### src/rtl/rvbcd_pkg.sv
package rvbcd_pkg;
    // width of one decimal digit in binary
    localparam int DIGIT_W    = 4;
    // garbage outputs left by each stage
    localparam int FA_JUNK    = 2;
    localparam int DET_JUNK   = 3;
    localparam int FIX_JUNK   = 4;
    localparam int ADD_JUNK   = DIGIT_W * FA_JUNK;
    localparam int JUNK_W     = ADD_JUNK + DET_JUNK + FIX_JUNK;
    // offsets of each stage's garbage inside the garbage port
    localparam int DET_BASE   = ADD_JUNK;
    localparam int FIX_BASE   = ADD_JUNK + DET_JUNK;
    // gate budget: two per full adder, three detector, one copy, four fix
    localparam int GATE_COUNT = DIGIT_W * 2 + 3 + 1 + 4;
    // largest legal decimal digit and the correction constant
    localparam int DIGIT_MAX  = 9;
    localparam int FIX_ADD    = 6;

    typedef logic [DIGIT_W-1:0] digit_t;
endpackage

### src/rtl/rv_tof3.sv
// Toffoli-style 3-in/3-out primitive: (A,B,C) -> (A, A^B, (A&B)^C)
module rv_tof3 (
    input  logic in_a,
    input  logic in_b,
    input  logic in_c,
    output logic out_p,
    output logic out_q,
    output logic out_r
);
    assign out_p = in_a;
    assign out_q = in_a ^ in_b;
    assign out_r = (in_a & in_b) ^ in_c;
endmodule

### src/rtl/rv_orx3.sv
// OR-accumulate 3-in/3-out primitive: (A,B,C) -> (A, B, (A|B)^C)
module rv_orx3 (
    input  logic in_a,
    input  logic in_b,
    input  logic in_c,
    output logic out_p,
    output logic out_q,
    output logic out_r
);
    assign out_p = in_a;
    assign out_q = in_b;
    assign out_r = (in_a | in_b) ^ in_c;
endmodule

### src/rtl/rv_copy2.sv
// Copy primitive: (A,B) -> (A, A^B); with B low it yields two copies of A
module rv_copy2 (
    input  logic in_a,
    input  logic in_b,
    output logic out_p,
    output logic out_q
);
    assign out_p = in_a;
    assign out_q = in_a ^ in_b;

    always_comb begin

        cpy_match_chk: assert (in_b || (out_p == out_q));
    end
endmodule

### src/rtl/rv_full_add.sv
// Reversible full adder from two Toffoli-style gates, two garbage lines
module rv_full_add (
    input  logic       op_a,
    input  logic       op_b,
    input  logic       c_in,
    output logic       sum_o,
    output logic       c_out,
    output logic [1:0] junk
);
    logic g1_q;
    logic g1_r;

    // first gate: (a, b, 0) -> (a, a^b, a&b)
    rv_tof3 u_half (
        .in_a  (op_a),
        .in_b  (op_b),
        .in_c  (1'b0),
        .out_p (junk[0]),
        .out_q (g1_q),
        .out_r (g1_r)
    );

    // second gate: (a^b, cin, a&b) -> (a^b, sum, carry)
    rv_tof3 u_join (
        .in_a  (g1_q),
        .in_b  (c_in),
        .in_c  (g1_r),
        .out_p (junk[1]),
        .out_q (sum_o),
        .out_r (c_out)
    );

    always_comb begin

        fa_total_chk: assert ({c_out, sum_o} == (2'(op_a) + 2'(op_b) + 2'(c_in)));
    end
endmodule

### src/rtl/rvbcd_detect.sv
// Three-gate detector of a binary sum above nine; sum bits pass through
module rvbcd_detect
    import rvbcd_pkg::*;
(
    input  logic                s1_i,
    input  logic                s2_i,
    input  logic                s3_i,
    input  logic                c4_i,
    output logic                s1_o,
    output logic                s2_o,
    output logic                s3_o,
    output logic                flag_o,
    output logic [DET_JUNK-1:0] junk
);
    logic any12;
    logic hi_and;

    // (S1, S2, 0) -> (S1, S2, S1|S2)
    rv_orx3 u_or12 (
        .in_a  (s1_i),
        .in_b  (s2_i),
        .in_c  (1'b0),
        .out_p (s1_o),
        .out_q (s2_o),
        .out_r (any12)
    );

    // (S3, S1|S2, 0) -> (S3, S3^(S1|S2), S3&(S1|S2))
    rv_tof3 u_and3 (
        .in_a  (s3_i),
        .in_b  (any12),
        .in_c  (1'b0),
        .out_p (s3_o),
        .out_q (junk[0]),
        .out_r (hi_and)
    );

    // (S3&(S1|S2), C4, 0) -> (.., C4, X)
    rv_orx3 u_orc4 (
        .in_a  (hi_and),
        .in_b  (c4_i),
        .in_c  (1'b0),
        .out_p (junk[1]),
        .out_q (junk[2]),
        .out_r (flag_o)
    );

    always_comb begin

        det_carry_chk: assert (!c4_i || flag_o);

        det_low_chk: assert (flag_o || !(s3_i && (s1_i || s2_i)));
    end
endmodule

### src/rtl/rvbcd_fix6.sv
// Four-gate stage that adds 0110 under the flag, dropping the top carry
module rvbcd_fix6
    import rvbcd_pkg::*;
(
    input  digit_t              bin_s,
    input  logic                flag_i,
    output digit_t              dec_s,
    output logic [FIX_JUNK-1:0] junk
);
    logic flag_k;
    logic c2;
    logic x2_q;
    logic x2_r;
    logic c3;

    assign dec_s[0] = bin_s[0];

    // bit 1: (X, S1, 0) -> (X, X^S1, X&S1)
    rv_tof3 u_b1 (
        .in_a  (flag_i),
        .in_b  (bin_s[1]),
        .in_c  (1'b0),
        .out_p (flag_k),
        .out_q (dec_s[1]),
        .out_r (c2)
    );

    // bit 2 half: (X, S2, 0) -> (X, X^S2, X&S2)
    rv_tof3 u_b2h (
        .in_a  (flag_k),
        .in_b  (bin_s[2]),
        .in_c  (1'b0),
        .out_p (junk[0]),
        .out_q (x2_q),
        .out_r (x2_r)
    );

    // bit 2 join: (X^S2, c2, X&S2) -> (X^S2, sum2, c3)
    rv_tof3 u_b2j (
        .in_a  (x2_q),
        .in_b  (c2),
        .in_c  (x2_r),
        .out_p (junk[1]),
        .out_q (dec_s[2]),
        .out_r (c3)
    );

    // bit 3: (c3, S3, 0) -> (c3, sum3, dropped carry)
    rv_tof3 u_b3 (
        .in_a  (c3),
        .in_b  (bin_s[3]),
        .in_c  (1'b0),
        .out_p (junk[2]),
        .out_q (dec_s[3]),
        .out_r (junk[3])
    );

    always_comb begin

        fix_wrap_chk: assert (dec_s == DIGIT_W'(bin_s + (flag_i ? DIGIT_W'(FIX_ADD) : '0)));
    end
endmodule

### src/rtl/rvbcd_digit_add.sv
// Decimal digit adder netlisted from reversible primitives
module rvbcd_digit_add
    import rvbcd_pkg::*;
(
    input  logic [DIGIT_W-1:0] dig_a,
    input  logic [DIGIT_W-1:0] dig_b,
    input  logic               carry_in,
    output logic [DIGIT_W-1:0] sum_dig,
    output logic               carry_out,
    output logic [JUNK_W-1:0]  junk_bits
);
    // ripple carries through the binary adder, index DIGIT_W is C4
    logic [DIGIT_W:0] rip;
    digit_t           bin_s;
    digit_t           pass_s;
    logic             flag_raw;
    logic             flag_fix;

    assign rip[0] = carry_in;

    genvar gi;
    generate
        for (gi = 0; gi < DIGIT_W; gi++) begin : g_fa
            rv_full_add u_fa (
                .op_a  (dig_a[gi]),
                .op_b  (dig_b[gi]),
                .c_in  (rip[gi]),
                .sum_o (bin_s[gi]),
                .c_out (rip[gi+1]),
                .junk  (junk_bits[gi*FA_JUNK +: FA_JUNK])
            );
        end
    endgenerate

    // S0 is not inspected by the detector and goes straight on
    assign pass_s[0] = bin_s[0];

    rvbcd_detect u_det (
        .s1_i   (bin_s[1]),
        .s2_i   (bin_s[2]),
        .s3_i   (bin_s[3]),
        .c4_i   (rip[DIGIT_W]),
        .s1_o   (pass_s[1]),
        .s2_o   (pass_s[2]),
        .s3_o   (pass_s[3]),
        .flag_o (flag_raw),
        .junk   (junk_bits[DET_BASE +: DET_JUNK])
    );

    // single copy gate: one copy leaves as the decimal carry
    rv_copy2 u_copy (
        .in_a  (flag_raw),
        .in_b  (1'b0),
        .out_p (carry_out),
        .out_q (flag_fix)
    );

    rvbcd_fix6 u_fix (
        .bin_s  (pass_s),
        .flag_i (flag_fix),
        .dec_s  (sum_dig),
        .junk   (junk_bits[FIX_BASE +: FIX_JUNK])
    );

    always_comb begin

        sum_range_chk: assert (!(dig_a <= DIGIT_W'(DIGIT_MAX) && dig_b <= DIGIT_W'(DIGIT_MAX))
                               || sum_dig <= DIGIT_W'(DIGIT_MAX));

        carry_val_chk: assert (!(dig_a <= DIGIT_W'(DIGIT_MAX) && dig_b <= DIGIT_W'(DIGIT_MAX))
                               || (carry_out == ({rip[DIGIT_W], bin_s} > (DIGIT_W+1)'(DIGIT_MAX))));
    end
endmodule

### config.mk
export PLATFORM = sky130hd
export DESIGN_NAME = rvbcd_digit_add
export DESIGN_NICKNAME = d
export VERILOG_FILES = /design/src/rtl/rvbcd_pkg.sv /design/src/rtl/rv_tof3.sv /design/src/rtl/rv_orx3.sv /design/src/rtl/rv_copy2.sv /design/src/rtl/rv_full_add.sv /design/src/rtl/rvbcd_detect.sv /design/src/rtl/rvbcd_fix6.sv /design/src/rtl/rvbcd_digit_add.sv
export SDC_FILE = /design/constraint.sdc
export NUM_CORES = 1
export LEC_CHECK = 0
export ABC_CLOCK_PERIOD_IN_PS = 4450
export BUFFER_PORTS_ARGS = -buffer_cell sky130_fd_sc_hd__buf_4
export CORE_MARGIN = 2
export CORE_UTILIZATION = 28
export DETAILED_ROUTE_END_ITERATION = 10
export GPL_TIMING_DRIVEN = 0
export SETUP_SLACK_MARGIN = 0.2
export SLEW_MARGIN = 20
export SYNTH_ARGS = -nofsm -noshare
export SYNTH_HDL_FRONTEND = slang
export SYNTH_SLANG_ARGS = --single-unit
### constraint.sdc
create_clock -name vclk -period 4.45
set_input_delay 0.2225 -clock vclk [all_inputs]
set_output_delay 0.2225 -clock vclk [all_outputs]
set_load 0.02 [all_outputs]
* Word level (Yosys, flattened, before mapping)
Index checks and enable logic that the tools add are counted.
Cells by class: $lt $le $gt $ge 0, equality and inequality tests 0, shift operators 0, mux-type cells 0, bitwise gates (word level) 33, add/subtract/negate cells 0, multipliers 0, div/mod/pow operators 0, reduce and logical (&&, ||, !) cells 0
Operators with widths (number):
- $xor A1 B1 Y1 | 18
- $and A1 B1 Y1 | 13
- $or A1 B1 Y1 | 2
Word-level totals: flip-flop bits (word level) 0, ROM bits 0, output and inout port bits 20, bits in writable memories 0, latch bits 0, word-level logic and storage cells 33, memories kept 0, input port bits 9

* Longest topological paths before layout
Gate-level depths: netlist of run 1.
word-level depth 14, gate-level depth with buffers 14, mapped depth without buffers 13

* Modules after synthesis
A second synthesis of run 1 with hierarchy kept.
Unflattened totals: cell total of the unflattened synthesis 57, area total of the unflattened synthesis 484.2 sq um
By module, submodules not included:
- rv_tof3 | area an instance 28.8 sq um, times used 13, cells an instance 3
- rv_orx3 | area an instance 30.0 sq um, times used 2, cells an instance 4
- rv_copy2 | area an instance 16.3 sq um, times used 1, cells an instance 2
- rv_full_add | area an instance 3.8 sq um, times used 4, cells an instance 1
- rvbcd_fix6 | area an instance 11.3 sq um, times used 1, cells an instance 2
- rvbcd_detect | area an instance 3.8 sq um, times used 1, cells an instance 1
- rvbcd_digit_add | area an instance 3.8 sq um, times used 1, cells an instance 1

* Worst setup path before layout of run 1
OpenSTA, ideal clock, no wires.
path type input -> output, from input port dig_a[0], to output port sum_dig[3], setup slack 850 ps, path buffers 1, stages 14, data arrival time 3378 ps, cell sequence inv_1 -> fa_1 -> fa_1 -> inv_1 -> fa_1 -> inv_1 -> fa_1 -> inv_1 -> ha_1 -> nand2b_1 -> ha_1 -> fa_1 -> ha_1 -> buf_4
Between the ends: cells in the longest elaborated chain, start to end 14, elaborated cells on any way between the ends 22
Ends and longest elaborated chain:
- start, declared | line rvbcd_digit_add.sv:5 | input logic [DIGIT_W-1:0] dig_a,
- $xor A1 B1 Y1 | line rv_tof3.sv:11 | assign out_q = in_a ^ in_b;
- $and A1 B1 Y1 | line rv_tof3.sv:12 | assign out_r = (in_a & in_b) ^ in_c;
- $xor A1 B1 Y1 (*) | line rv_tof3.sv:12
- $and A1 B1 Y1 | line rv_tof3.sv:12
- $xor A1 B1 Y1 | line rv_tof3.sv:12
- $and A1 B1 Y1 | line rv_tof3.sv:12
- $xor A1 B1 Y1 | line rv_tof3.sv:12
- $xor A1 B1 Y1 | line rv_tof3.sv:11
- $and A1 B1 Y1 (*) | line rv_tof3.sv:12
- net u_det.hi_and | line rvbcd_detect.sv:16 | logic hi_and;
- $or A1 B1 Y1 (*) | line rv_orx3.sv:12 | assign out_r = (in_a | in_b) ^ in_c;
- net carry_out | line rvbcd_digit_add.sv:9 | output logic carry_out,
- $xor A1 B1 Y1 / $and A1 B1 Y1 (equally long branches) | line rv_tof3.sv:11, rv_tof3.sv:12
- $and A1 B1 Y1 | line rv_tof3.sv:12
- $xor A1 B1 Y1 (*) | line rv_tof3.sv:12
- net u_fix.c3 | line rvbcd_fix6.sv:14 | logic c3;
- $xor A1 B1 Y1 (*) | line rv_tof3.sv:11
- end, declared | line rvbcd_digit_add.sv:8 | output logic [DIGIT_W-1:0] sum_dig,
Mark *: on every way through the listed nets, which the timed path passes. The rest lies on a longest branch.

* Worst setup path after layout of run 1
from input port dig_a[0], to output port sum_dig[3]
Between the ends: cells in the longest elaborated chain, start to end 14, elaborated cells on any way between the ends 22
Ends and longest elaborated chain (line):
- $xor A1 B1 Y1 | rv_tof3.sv:11
- $and A1 B1 Y1 | rv_tof3.sv:12
- $xor A1 B1 Y1 (*) | rv_tof3.sv:12
- $and A1 B1 Y1 | rv_tof3.sv:12
- $xor A1 B1 Y1 | rv_tof3.sv:12
- $and A1 B1 Y1 | rv_tof3.sv:12
- $xor A1 B1 Y1 | rv_tof3.sv:12
- $xor A1 B1 Y1 | rv_tof3.sv:11
- $and A1 B1 Y1 (*) | rv_tof3.sv:12
- net u_det.hi_and | rvbcd_detect.sv:16
- $or A1 B1 Y1 (*) | rv_orx3.sv:12
- $xor A1 B1 Y1 / $and A1 B1 Y1 (equally long branches) | rv_tof3.sv:11, rv_tof3.sv:12
- $and A1 B1 Y1 | rv_tof3.sv:12
- $xor A1 B1 Y1 (*) | rv_tof3.sv:12
- net u_fix.c3 | rvbcd_fix6.sv:14
- $xor A1 B1 Y1 (*) | rv_tof3.sv:11
Marked as above.

==> results.toml, run 1 <==
[outcome]
status = "finished, final reports clean"

[global_route]
grt_max_degree = 6
top_usage_layer = "met2"
grt_pass1_vias = 281
grtUsageMet1_pct = 7.63
antenna_found_initial = 0
grt.total_usage_pct = 6.62
use_met3_pct = 0
grt_overflow = 0
grt_first_pass_wirelength_um = 1010
grt_util_met2_pct = 14.1

[final_layout]
drive_above_1_share_pct = 63.2
fillers = 132
num_antenna_cells = 0
nFlopsAndLatches = 0
synthToLayoutAreaGrowth_pct = 58.5
nClkBuffers = 0
ff_latch_area_um2 = 0
nets = 100

[yosys]
yosysSeqAreaShare_pct = 0
synthTopCellsByArea = "buf_4, fa_1, ha_1, inv_1, nand2b_1"
synth_area_um2 = 404
syn_avg_cell_area_um2 = 8.60
synth_cell_types = 5
yosysWarnings = 0
syn-instance-count = 47
synth.top_cell.area_share_pct = 35.3
yosysTopAreaCell = "buf_4"
syn_nets = 69

[timing]
tns_ns = 0
finalCriticalPeriod_ns = 3.76
finalCritPeriodShare_pct = 84.4
fmax_mhz = 266
max_slew_margin_pct = 85.5
tightest_slew_ns = 0.217
final-setup-viol-count = 0
rsz0062_at_grt = "false"
postLayoutSetupSlackWorst_ns = 0.693
slew_violations = 0
hold_viol = 0

[critical_path]
crit_family = "adder cells"
cp-startpoint = "dig_a[0]"
crit_top_cell = "fa_1"
crit_path_cell_trace = "buf_4 > inv_1 > fa_1 > fa_1 > inv_1 > fa_1 > inv_1 > fa_1 > inv_1 > ha_1 > nand2b_1 > ha_1 > fa_1 > ha_1 > buf_4 > buf_4"
max_stage_delay_ns = 0.47
crit_end = "sum_dig[3]"
critPathBufInv = 7
worstSetupStartpointType = "input pin"
slowest_stage = "fa_1"
critical_path_class = "in2out"
critPathMaxFanout = 5
endpoint_kind = "output pin"
worst_ep_required_time_ns = 4.23
critPathArrivalTime_ns = 3.53
cp.depth = 16

[die]
initial_core_util_pct = 30.7
die_area_mm2 = 0.00176
io_pins = 29
die_h_um = 42.0
fp-row-count = 13
core_area_mm2 = 0.00132
die_x_um = 42.0

[run]
maxCapViolations = 0

[clock_network]
post_cts_buffers = 0
ctsResizeCount = 0
hold_buffers = 0

[power]
p_per_area_mw_per_mm2 = 324
ir_drop_v = 0.000148
leakagePower_nw = 0.402
power_uw = 207

[placed_design]
gp_congestion = 0.680
port_buffers = 29
dp_hpwl_um = 578
dp_slack_ns = 0.656

[detailed_routing]
routed_wl_um = 579
drc = 0
drtPass1Iterations = 1
drt_iter0_drc = 0
routed_via_density = 3.55
ant_nets = 0
routedWlPerCell_um = 6.36
via_count = 323

[hold_path]
hold_depth = 3
min_path_type = "in2out"
## cells in the mapped netlist, drive strengths merged
library cell,count
buf,19
nand2b,2
ha,8
fa,5
inv,13
## where the power goes
group / switching (mW) / internal [mW]
clock network: 0 / 0
logic: 0.0957 / 0.112
registers: 0 / 0
## layer usage
metal | vias up | routed length, µm
met5 | - | 0
met2 | 13 | 308
met4 | 0 | 0
met3 | 0 | 54
li1 | 170 | -
met1 | 140 | 216
## logic make-up (layout without fill, tap and decap cells)
family / Yosys count / after routing / synth area share [%]
buffers and inverters: 32 / 61 / 47.4
adders and majority gates: 13 / 13 / 49.5
and+or+nand+nor: 2 / 2 / 3.10
## cell type report
class	count	area, µm²	area share, %
repair buffers	29	218	34.0
inverters	13	48.8	7.62
multi-input cells	15	213	33.2
plain buffers	19	143	22.3
well taps	15	18.8	2.93
## through the flow
stage	utilization [%]	hold WS (ns)	cells	cell area, µm²
floorplan	-	0.558	47	404
global placement	48.6	0.749	91	641
detailed placement	48.6	0.750	91	641
CTS	48.6	0.750	91	641
global route	48.6	0.762	91	641
finish	48.6	0.748	91	641
## worst min-delay path by stage
stage                     slack, ns           end      from
after global placement         0.75  junk_bits[2]  dig_a[1]
after detailed placement       0.75  junk_bits[2]  dig_a[1]
final                          0.75  junk_bits[0]  dig_a[0]
after floorplan                0.56  junk_bits[0]  dig_a[0]
after CTS                      0.75  junk_bits[2]  dig_a[1]
after global routing           0.76  junk_bits[2]  dig_a[1]
## cells in the final DEF (no fill, tap or decap)
cell type | synthesis | final
nand2b_1 | 2 | 2
fa_1 | 5 | 5
buf_4 | 19 | 48
inv_1 | 13 | 13
ha_1 | 8 | 8
## worst min-delay path, cell delays in order
cell,delay [ns]
buf_4,0.09
buf_4,0.09
buf_4,0.12
Power figures use the tool's default switching activity.
==> run 2, diff against run 1 <==
Settings changed: ABC_AREA set to 1, ABC_CLOCK_PERIOD_IN_PS 4450 to 3400.
Clock period 4.45 ns to 3.4 ns, I/O delays scaled along.
==> run 2 against run 1 <==
Die area increased by 0.57%. Clock-buffer cell count unchanged. Critical path depth increased by 1. Routed wire length increased by 18%. Combinational power increased by 61%. Sequential cell count unchanged. Final area increased by 17%. Setup slack got worse by 0.51 ns. Hold slack got worse by 0.12 ns. First-iteration DRC count increased by 2. Via count increased by 10%. Final cell count increased by 5.5%.
==> results.toml, run 2 <==
[global_route]
top_usage_layer = "met2"
grtUsageMet1_pct = 8.03
grt_max_degree = 5
grt_pass1_vias = 370
grt_overflow = 0
grt.total_usage_pct = 8.16
grt_util_met2_pct = 18.8
use_met3_pct = 0.431
antenna_found_initial = 0
grt_first_pass_wirelength_um = 1220

[detailed_routing]
drtPass1Iterations = 2
ant_nets = 0
routedWlPerCell_um = 7.14
drt_iter0_drc = 2
via_count = 356
drc = 0
routed_via_density = 3.71
routed_wl_um = 685

[clock_network]
hold_buffers = 0

[yosys]
synth_commonest_cells = "buf_4, inv_1, ha_1, fa_1, nand2_1"
syn_avg_cell_area_um2 = 8.30
yosysTopAreaCell = "buf_4"
synth_area_um2 = 407
yosysWarnings = 0
synth.top_cell.area_share_pct = 35.1
synth_cell_types = 5
synthTopCellsByArea = "buf_4, fa_1, ha_1, inv_1, nand2_1"
synth.most_common_cell = "buf_4"
syn_nets = 71
syn-instance-count = 49
yosysSeqAreaShare_pct = 0

[placed_design]
dp_hpwl_um = 600
port_buffers = 29
dp_slack_ns = -0.0343
gp_congestion = 0.642
dp.cells = 93

[hold_path]
min_path_type = "in2out"
hold_depth = 3
worstHoldEndpoint = "junk_bits[0]"
worstHoldStart = "dig_a[0]"

[timing]
postLayoutSetupSlackWorst_ns = 0.181
worst_hold_slack_ns = 0.629
fmax_mhz = 311
hold_viol = 0
rsz0062_at_grt = "true"
tightest_slew_ns = 0.147
max_slew_margin_pct = 90.2
finalCritPeriodShare_pct = 94.7
finalCriticalPeriod_ns = 3.22
final-setup-viol-count = 0
slew_violations = 0

[final_layout]
drive_above_1_share_pct = 81.5
num_antenna_cells = 0
synthToLayoutAreaGrowth_pct = 84.6
nets = 105
ff_latch_area_um2 = 0
nFlopsAndLatches = 0
final_cells = 96
most-common-layout-cells = "buf_4, inv_1, buf_6"
nClkBuffers = 0
final_common_cell = "buf_4"

[power]
ir_drop_v = 0.000145
leakagePower_nw = 0.430
p_per_area_mw_per_mm2 = 444
power_uw = 333

[critical_path]
slowest_stage = "fa_1"
crit_family = "adder cells"
endpoint_kind = "output pin"
critPathBufInv = 8
max_stage_delay_ns = 0.48
worst_ep_required_time_ns = 3.23
cp-startpoint = "carry_in"
crit_path_cell_trace = "buf_6 > inv_2 > fa_2 > fa_2 > inv_2 > fa_2 > inv_2 > fa_1 > inv_2 > ha_4 > inv_2 > nand2_4 > ha_4 > fa_2 > ha_4 > buf_4 > buf_6"
worstSetupStartpointType = "input pin"
crit_top_cell = "inv_2"
critical_path_class = "in2out"
critPathArrivalTime_ns = 3.05
critPathMaxFanout = 2

[outcome]
status = "finished, final reports clean"

[run]
maxCapViolations = 0

[die]
initial_core_util_pct = 30.5
core_area_mm2 = 0.00133
io_pins = 29
die_area_mm2 = 0.00177
die_x_um = 42.1
fp-row-count = 13
die_h_um = 42.1
[run 2: cells by family (layout without fill, tap and decap cells)]
kind of cell	after synthesis	count (layout)	synth area share, %
buf+inv	34	66	48.9
fa+ha+maj	13	13	49.2
simple gates	2	2	1.85
[run 2: where the power goes]
part           total (mW)  internal (mW)  switching [mW]
Sequential              0              0               0
Combinational       0.333          0.186           0.147
Clock                   0              0               0
Total               0.333          0.186           0.147
[run 2: worst max-delay path by stage]
stage,to,slack [ns],cells after the start
2_1_floorplan,sum_dig[3],0.24,15
3_3_place_gp,sum_dig[3],-0.02,17
3_5_place_dp,sum_dig[3],-0.03,17
4_1_cts,sum_dig[3],0.12,17
5_1_grt,sum_dig[3],0.09,17
6_report,sum_dig[3],0.18,17
[run 2: routing by layer]
layer,share of wire (%),up-vias
met3,10,0
met1,32,161
met4,0,0
met5,0,-
li1,-,180
met2,58,15
[run 2: repair_timing]
| action | CTS | global route |
|---|---|---|
| resized for setup | 14 | 5 |
| setup buffers | 3 | 0 |
| hold endpoints to repair | 0 | 0 |
| setup endpoints to repair | 3 | 4 |
| pin swaps | 5 | 4 |
[run 2: metrics by stage]
stage	setup TNS [ns]	util (%)	instance area, µm²
3_5_place_dp	-0.0343	50.1	668
6_report	0	56.3	751
2_1_floorplan	0	-	432
5_1_grt	0	56.3	751
3_3_place_gp	-0.0226	50.1	668
4_1_cts	0	55.2	736
[run 2: final cells by class]
cell class,count,area (µm²)
well taps,15,18.8
repair buffers,32,267
plain buffers,19,146
fillers,124,583
inverters,15,56.3
multi-input cells,15,263
